[src/rtl/wire3_pkg.sv]
// Package wire3_pkg
// Shared register addresses and control/status bit positions of the
// three-wire shift unit. Assumes an 8-bit host data path.
package wire3_pkg;

    typedef enum logic [1:0] {
        ADDR_DATA = 2'd0,
        ADDR_CTRL = 2'd1,
        ADDR_STAT = 2'd2,
        ADDR_NONE = 2'd3
    } w3_addr_e;

    // Control register bit positions
    localparam int CTRL_MODE   = 0;
    localparam int CTRL_MASTER = 1;
    localparam int CTRL_TOGGLE = 2;
    localparam int CTRL_LVLLD  = 3;
    localparam int CTRL_LEVEL  = 4;

    // Status register bit positions
    localparam int STAT_FLAG   = 4;
    localparam int STAT_LOAD   = 5;

endpackage

[src/rtl/w3_sync_edge.sv]
// Module w3_sync_edge
// Brings the serial clock and data input into the system clock domain
// through a STAGES-deep flop chain, then flags rising and falling edges
// of the synchronized clock as single-cycle pulses. The data output is
// delayed by the same number of stages, so it stays aligned with the clock.
// Assumes STAGES >= 2 and a serial clock much slower than clk.
module w3_sync_edge #(
    parameter int STAGES = 2
) (
    input  logic clk,
    input  logic rst_n,
    input  logic sck_raw,
    input  logic di_raw,
    output logic sck_rise,
    output logic sck_fall,
    output logic di_sync
);
    localparam int TOP = STAGES - 1;

    logic [STAGES-1:0] sck_chain;
    logic [STAGES-1:0] di_chain;
    logic              sck_last;

    // Shift the raw inputs through the synchronizer chains
    always_ff @(posedge clk) begin
        if (!rst_n) begin
            sck_chain <= '0;
            di_chain  <= '0;
        end else begin
            sck_chain <= {sck_chain[STAGES-2:0], sck_raw};
            di_chain  <= {di_chain[STAGES-2:0], di_raw};
        end
    end

    // Remember the previous synchronized clock level for edge detection
    always_ff @(posedge clk) begin
        if (!rst_n) sck_last <= 1'b0;
        else        sck_last <= sck_chain[TOP];
    end

    // Decode edges from the current and previous synchronized levels
    always_comb begin
        sck_rise = sck_chain[TOP] & ~sck_last;
        sck_fall = ~sck_chain[TOP] & sck_last;
        di_sync  = di_chain[TOP];
    end

endmodule

[src/rtl/w3_shift_reg.sv]
// Module w3_shift_reg
// Shift register of WIDTH bits with a one-bit sample latch. A sample
// enable captures the input bit. A shift enable moves the register left
// and inserts the captured bit. A host load takes priority over a shift.
// Assumes the sample and shift enables never arrive in the same cycle.
module w3_shift_reg #(
    parameter int WIDTH = 8
) (
    input  logic             clk,
    input  logic             rst_n,
    input  logic             load_en,
    input  logic [WIDTH-1:0] load_val,
    input  logic             sample_en,
    input  logic             shift_en,
    input  logic             din,
    output logic [WIDTH-1:0] q,
    output logic             dout
);
    logic samp_bit;

    // Capture the incoming serial bit on the sample edge
    always_ff @(posedge clk) begin
        if (!rst_n)         samp_bit <= 1'b0;
        else if (sample_en) samp_bit <= din;
    end

    // Load from the host, or shift left and insert the captured bit
    always_ff @(posedge clk) begin
        if (!rst_n)        q <= '0;
        else if (load_en)  q <= load_val;
        else if (shift_en) q <= {q[WIDTH-2:0], samp_bit};
    end

    // Serial output is the current most-significant bit
    always_comb dout = q[WIDTH-1];


    load_chk: assert property (@(posedge clk) disable iff (!rst_n)
        load_en |=> q == $past(load_val));


    shift_chk: assert property (@(posedge clk) disable iff (!rst_n)
        (shift_en && !load_en) |=> q == {$past(q[WIDTH-2:0]), $past(samp_bit)});

endmodule

[src/rtl/w3_edge_count.sv]
// Module w3_edge_count
// Free-running CNT_W-bit edge counter with a sticky overflow flag. A host
// load takes priority over a step. The flag sets when a step wraps the
// count from all-ones to zero, and a host clear removes it. If a set and
// a clear arrive in the same cycle, the set wins.
module w3_edge_count #(
    parameter int CNT_W = 4
) (
    input  logic             clk,
    input  logic             rst_n,
    input  logic             step,
    input  logic             load,
    input  logic [CNT_W-1:0] load_val,
    input  logic             clr,
    output logic [CNT_W-1:0] cnt,
    output logic             flag
);
    localparam logic [CNT_W-1:0] CNT_MAX = {CNT_W{1'b1}};

    logic wrap;

    // Detect a step that wraps the count from all-ones to zero
    always_comb wrap = step && !load && (cnt == CNT_MAX);

    // Load the counter or advance it by one per edge
    always_ff @(posedge clk) begin
        if (!rst_n)    cnt <= '0;
        else if (load) cnt <= load_val;
        else if (step) cnt <= cnt + 1'b1;
    end

    // Sticky flag: a wrap sets it and takes priority over a host clear
    always_ff @(posedge clk) begin
        if (!rst_n)    flag <= 1'b0;
        else if (wrap) flag <= 1'b1;
        else if (clr)  flag <= 1'b0;
    end


    cnt_step_chk: assert property (@(posedge clk) disable iff (!rst_n)
        (step && !load) |=> cnt == CNT_W'($past(cnt) + 1'b1));


    cnt_load_chk: assert property (@(posedge clk) disable iff (!rst_n)
        load |=> cnt == $past(load_val));


    flag_set_chk: assert property (@(posedge clk) disable iff (!rst_n)
        (step && !load && cnt == CNT_MAX) |=> flag);


    flag_hold_chk: assert property (@(posedge clk) disable iff (!rst_n)
        (flag && !clr) |=> flag);

endmodule

[src/rtl/wire3_shift_unit.sv]
// Module wire3_shift_unit
// Three-wire serial shift unit that can drive or follow the serial clock.
// The host accesses data, control and status registers. On the clock-driving
// side, the serial clock comes only from host writes (toggle strobe or
// level load). Edges of the serial clock are synchronized, then used to
// sample, shift and count. Assumes DATA_W >= 8 and CNT_W <= 4.
module wire3_shift_unit
    import wire3_pkg::*;
#(
    parameter int DATA_W      = 8,
    parameter int CNT_W       = 4,
    parameter int SYNC_STAGES = 2
) (
    input  logic              clk,
    input  logic              rst_n,
    input  logic              host_we,
    input  logic [1:0]        host_addr,
    input  logic [DATA_W-1:0] host_wdata,
    output logic [DATA_W-1:0] host_rdata,
    input  logic              sck_i,
    output logic              sck_o,
    output logic              sck_oe,
    input  logic              di_i,
    output logic              do_o,
    output logic              xfer_done_o
);
    logic              mode_q, master_q, sck_q;
    logic              wr_data, wr_ctrl, wr_stat;
    logic              tog_wr, lvl_wr;
    logic              sck_src;
    logic              rise, fall, di_s;
    logic              sample_en, shift_en, step;
    logic [DATA_W-1:0] shreg;
    logic [CNT_W-1:0]  cnt;
    logic              flag;

    // Decode host writes per register
    always_comb begin
        wr_data = host_we && (w3_addr_e'(host_addr) == ADDR_DATA);
        wr_ctrl = host_we && (w3_addr_e'(host_addr) == ADDR_CTRL);
        wr_stat = host_we && (w3_addr_e'(host_addr) == ADDR_STAT);
        tog_wr  = wr_ctrl && host_wdata[CTRL_TOGGLE];
        lvl_wr  = wr_ctrl && host_wdata[CTRL_LVLLD] && !host_wdata[CTRL_TOGGLE];
    end

    // Hold the mode and clock-drive control bits
    always_ff @(posedge clk) begin
        if (!rst_n) begin
            mode_q   <= 1'b0;
            master_q <= 1'b0;
        end else if (wr_ctrl) begin
            mode_q   <= host_wdata[CTRL_MODE];
            master_q <= host_wdata[CTRL_MASTER];
        end
    end

    // Drive the serial clock output from toggle or level-load writes
    always_ff @(posedge clk) begin
        if (!rst_n)      sck_q <= 1'b0;
        else if (tog_wr) sck_q <= ~sck_q;
        else if (lvl_wr) sck_q <= host_wdata[CTRL_LEVEL];
    end

    // Pick the clock that feeds the engine: own output or external input
    always_comb sck_src = master_q ? sck_q : sck_i;

    w3_sync_edge #(
        .STAGES   (SYNC_STAGES)
    ) u_sync (
        .clk      (clk),
        .rst_n    (rst_n),
        .sck_raw  (sck_src),
        .di_raw   (di_i),
        .sck_rise (rise),
        .sck_fall (fall),
        .di_sync  (di_s)
    );

    // Map clock edges to sample, shift and count enables per mode
    always_comb begin
        sample_en = mode_q ? fall : rise;
        shift_en  = mode_q ? rise : fall;
        step      = rise | fall;
    end

    w3_shift_reg #(
        .WIDTH     (DATA_W)
    ) u_shift (
        .clk       (clk),
        .rst_n     (rst_n),
        .load_en   (wr_data),
        .load_val  (host_wdata),
        .sample_en (sample_en),
        .shift_en  (shift_en),
        .din       (di_s),
        .q         (shreg),
        .dout      (do_o)
    );

    w3_edge_count #(
        .CNT_W    (CNT_W)
    ) u_count (
        .clk      (clk),
        .rst_n    (rst_n),
        .step     (step),
        .load     (wr_stat && host_wdata[STAT_LOAD]),
        .load_val (host_wdata[CNT_W-1:0]),
        .clr      (wr_stat && host_wdata[STAT_FLAG]),
        .cnt      (cnt),
        .flag     (flag)
    );

    // Read multiplexer for the host
    always_comb begin
        host_rdata = '0;
        unique case (w3_addr_e'(host_addr))
            ADDR_DATA: host_rdata = shreg;
            ADDR_CTRL: begin
                host_rdata[CTRL_MODE]   = mode_q;
                host_rdata[CTRL_MASTER] = master_q;
                host_rdata[CTRL_LEVEL]  = sck_q;
            end
            ADDR_STAT: begin
                host_rdata[CNT_W-1:0]   = cnt;
                host_rdata[STAT_FLAG]   = flag;
            end
            default: host_rdata = '0;
        endcase
    end

    // Drive the pad-side outputs
    always_comb begin
        sck_o       = sck_q;
        sck_oe      = master_q;
        xfer_done_o = flag;
    end


    toggle_chk: assert property (@(posedge clk) disable iff (!rst_n)
        tog_wr |=> sck_q != $past(sck_q));


    edge_excl_chk: assert property (@(posedge clk) disable iff (!rst_n)
        !(sample_en && shift_en));

endmodule

[config.mk]
export PLATFORM = sky130hd
export DESIGN_NAME = wire3_shift_unit
export DESIGN_NICKNAME = d
export VERILOG_FILES = /design/src/rtl/wire3_pkg.sv /design/src/rtl/w3_sync_edge.sv /design/src/rtl/w3_shift_reg.sv /design/src/rtl/w3_edge_count.sv /design/src/rtl/wire3_shift_unit.sv
export SDC_FILE = /design/constraint.sdc
export NUM_CORES = 1
export LEC_CHECK = 0
export BUFFER_PORTS_ARGS = -buffer_cell sky130_fd_sc_hd__buf_4
export CORE_AREA = 5 5 60 75
export CTS_CLUSTER_SIZE = 24
export DETAILED_ROUTE_END_ITERATION = 12
export DIE_AREA = 0 0 65 80
export GPL_ROUTABILITY_DRIVEN = 0
export GPL_TIMING_DRIVEN = 0
export HOLD_SLACK_MARGIN = 0.03
export SYNTH_ARGS = -nofsm -noshare
export SYNTH_HDL_FRONTEND = slang
export SYNTH_SLANG_ARGS = --single-unit
[constraint.sdc]
create_clock -name clk -period 1.53 [get_ports clk]
set_clock_uncertainty 0.05 [all_clocks]
set_input_delay 0.2295 -clock clk [delete_from_list [all_inputs] [get_ports clk]]
set_output_delay 0.2295 -clock clk [all_outputs]
set_load 0.005 [all_outputs]
==> results.sh <==
export IMPL_status="complete, no violations"
export IMPL_swShare=0.239
export IMPL_grt_max_degree=12
export IMPL_drt_wl_total_mm=2.51
export IMPL_synth_avg_cell_area_sq_um=9.29
export IMPL_end_kind="primary output"
export IMPL_seqPwrFrac=0.547
export IMPL_nFillCells=381
export IMPL_drt_iter0_markers=53
export IMPL_relSlewSlack=0.718
export IMPL_cts_clk_slew_worst_paths_ns=0.07
export IMPL_r2r_setup_slack_ns=0.16
export IMPL_met2_length_mm=1.24
export IMPL_wl_met3_microns=123
export IMPL_diodes=0
export IMPL_cts_buffers=3
export IMPL_first_pass_iters=4
export IMPL_worstPathMaxFanout=4
export IMPL_grt_setup_unrepaired="false"
export IMPL_period_needed_ns=1.41
export IMPL_rows=25
export IMPL_cts_hold_buf=0
export IMPL_syn_num_nets=134
export IMPL_final_cell_mix="buf_4 (26), dfxtp_1 (22), mux2i_1 (20)"
export IMPL_htreeDepth=1
export IMPL_routed_via_density=5.03
export IMPL_stdcell_count=186
export IMPL_place_area_sq_mm=0.00132
export IMPL_post_route_util=0.372
export IMPL_pre_cts_slack_ns=0.0558
export IMPL_irDropWorstVdd_mv=0.422
export IMPL_grt_remaining_overflow=0
export IMPL_via_count=936
export IMPL_placement_io_buffers=26
export IMPL_min_delay_path_depth=2
export IMPL_dp_cells=182
export IMPL_cp_start_kind="flop"
export IMPL_chipWidth_microns=65
export IMPL_yosys_warnings=0
export IMPL_final_setup_worst_slack_ns=0.122
export IMPL_root_buffer="clkbuf_8"
export IMPL_final_hold_violation_count=0
export IMPL_cts_num_sinks=22
export IMPL_yosysUniqueCellTypes=23
export IMPL_r2r_end="u_shift.q[6]"
export IMPL_required_ns=1.25
export IMPL_fmax_ghz=0.710
export IMPL_clkPwrFrac=0.303
export IMPL_startpoint="mode_q"
export IMPL_drv_slew=0
export IMPL_power_leakage_nw=0.641
export IMPL_insertion_delay_ns=0.25
export IMPL_final_cell_area_sq_mm=0.00139
export IMPL_wl_met1_mm=1.08
export IMPL_clk_path_buf_depth=2
export IMPL_syn_to_final_growth_pct=28.7
export IMPL_synth_area_sq_mm=0.00108
export IMPL_comb_power_share=0.149
export IMPL_grt_util_all_layers=0.100
export IMPL_core_area_sq_mm=0.00372
export IMPL_hpwl_mm=1.92
export IMPL_avgRoutedWirePerCell_microns=13.5
export IMPL_grt_pass1_vias=875
export IMPL_power_density_mw_per_mm2=820
export IMPL_ys_seq_area_frac=0.409
export IMPL_total_power_mw=1.14
export IMPL_setup_viol=0
export IMPL_ant_nets=0
export IMPL_topRoutingLayerUsed="met4"
export IMPL_arrival_ns=1.13
export IMPL_hp_class="in2reg"
export IMPL_antenna_found_initial=0
export IMPL_fp_dieArea_sq_mm=0.00520
export IMPL_maxCapViolCount=0
export IMPL_switching_power_mw=0.271
export IMPL_tightestPinTransition_ns=0.424
export IMPL_die_y_microns=80
export IMPL_holdWs_ns=0.128
export IMPL_postSynthCellCount=116
export IMPL_cts_tree="done"
export IMPL_criticalPathCategory="reg2out"
export IMPL_drc=0
export IMPL_initial_core_util=0.289
export IMPL_ys_seq_elements=22
export IMPL_pin_count=27
export IMPL_critPathCapture="host_rdata[0]"
export IMPL_layout_commonest_cell="buf_4"
export IMPL_drive_above_1_share=0.247
export IMPL_nets=166
export IMPL_grt_first_pass_wirelength_mm=4.06
export IMPL_tns_ns=0
export IMPL_internal_power_mw=0.865
export IMPL_r2r_start="u_sync.sck_last"
export IMPL_r2r_cells=6
export IMPL_finalCritPeriodShare=0.920
worst max-delay path, cell delays in order, from the launching register on:
cell and delay, ns:
dfxtp_1 0.45, mux2i_1 0.13, o21ai_0 0.17, buf_4 0.13
metal layers:
| metal | GRT usage | up-vias |
|---|---|---|
| li1 | - | 469 |
| met1 | 0.118 | 437 |
| met2 | 0.166 | 22 |
| met3 | 0.0225 | 8 |
| met4 | 0.0571 | 0 |
| met5 | 0 | - |
cell usage after synthesis (all sizes together):
| cell type | instances | area, sq um |
|---|---|---|
| clkinv | 1 | 3.75 |
| nand2 | 5 | 18.8 |
| dfxtp | 22 | 440 |
| o21ai | 13 | 65.1 |
| buf | 3 | 15.0 |
| nand3b | 1 | 7.51 |
| inv | 4 | 15.0 |
| a21oi | 11 | 55.1 |
| mux2i | 21 | 223 |
| clkbuf | 1 | 3.75 |
| xnor2 | 2 | 17.5 |
| xor2 | 1 | 8.76 |
| o311a | 1 | 10.0 |
| nor2 | 11 | 41.3 |
| nand4 | 2 | 12.5 |
| and2 | 6 | 37.5 |
| nor2b | 2 | 12.5 |
| or3b | 1 | 11.3 |
| a211oi | 2 | 15.0 |
| ha | 3 | 37.5 |
| nand4b | 3 | 26.3 |
power groups by stage:
stage | Clock [mW] | Sequential (mW) | Combinational, mW
after global routing | 0.387 | 0.626 | 0.188
after detailed placement | 0 | 0.636 | 0.167
after CTS | 0.359 | 0.622 | 0.168
after global placement | 0 | 0.635 | 0.164
after floorplan | 0 | 0.629 | 0.0950
final | 0.345 | 0.622 | 0.170
registers in the layout, summed over array words and instances (netlist names):
name,count
mode_q,1
sck_o,1
sck_oe,1
u_count.cnt,4
u_count.flag,1
u_shift.q,8
u_shift.samp_bit,1
u_sync.di_chain,2
u_sync.sck_chain,2
u_sync.sck_last,1
worst min path at each step:
stage                            start                  to  slack (ns)
detailed placement  u_sync.di_chain[0]  u_sync.di_chain[1]        0.37
CTS                               di_i  u_sync.di_chain[0]        0.13
global route                      di_i  u_sync.di_chain[0]        0.12
global placement    u_sync.di_chain[0]  u_sync.di_chain[1]        0.37
floorplan                         di_i  u_sync.di_chain[0]        0.31
finish                            di_i  u_sync.di_chain[0]        0.13
layout make-up:
| type | count | area (sq um) | share of cell area |
|---|---|---|---|
| buffer | 4 | 18.8 | 0.0135 |
| clock buffer | 3 | 41.3 | 0.0298 |
| inverter | 5 | 18.8 | 0.0135 |
| multi-input combinational | 85 | 602 | 0.434 |
| sequential | 22 | 440 | 0.318 |
| tap | 40 | 50.0 | 0.0361 |
| timing repair buffer | 27 | 215 | 0.155 |
cell families after synthesis:
family,share of synthesized area
AOI/OAI and AO/OA,0.135
xor gates and xnor gates,0.0244
adders and majority gates,0.0348
buffers and inverters,0.0348
DFF,0.409
muxes,0.207
and+or+nand+nor,0.156
what timing repair did:
action / 4_1_cts / 5_1_grt
buffers inserted: 0 / 1
resized for setup: 0 / 1
endpoints found under the setup margin: 0 / 7
(Power assumes the default switching activity.)
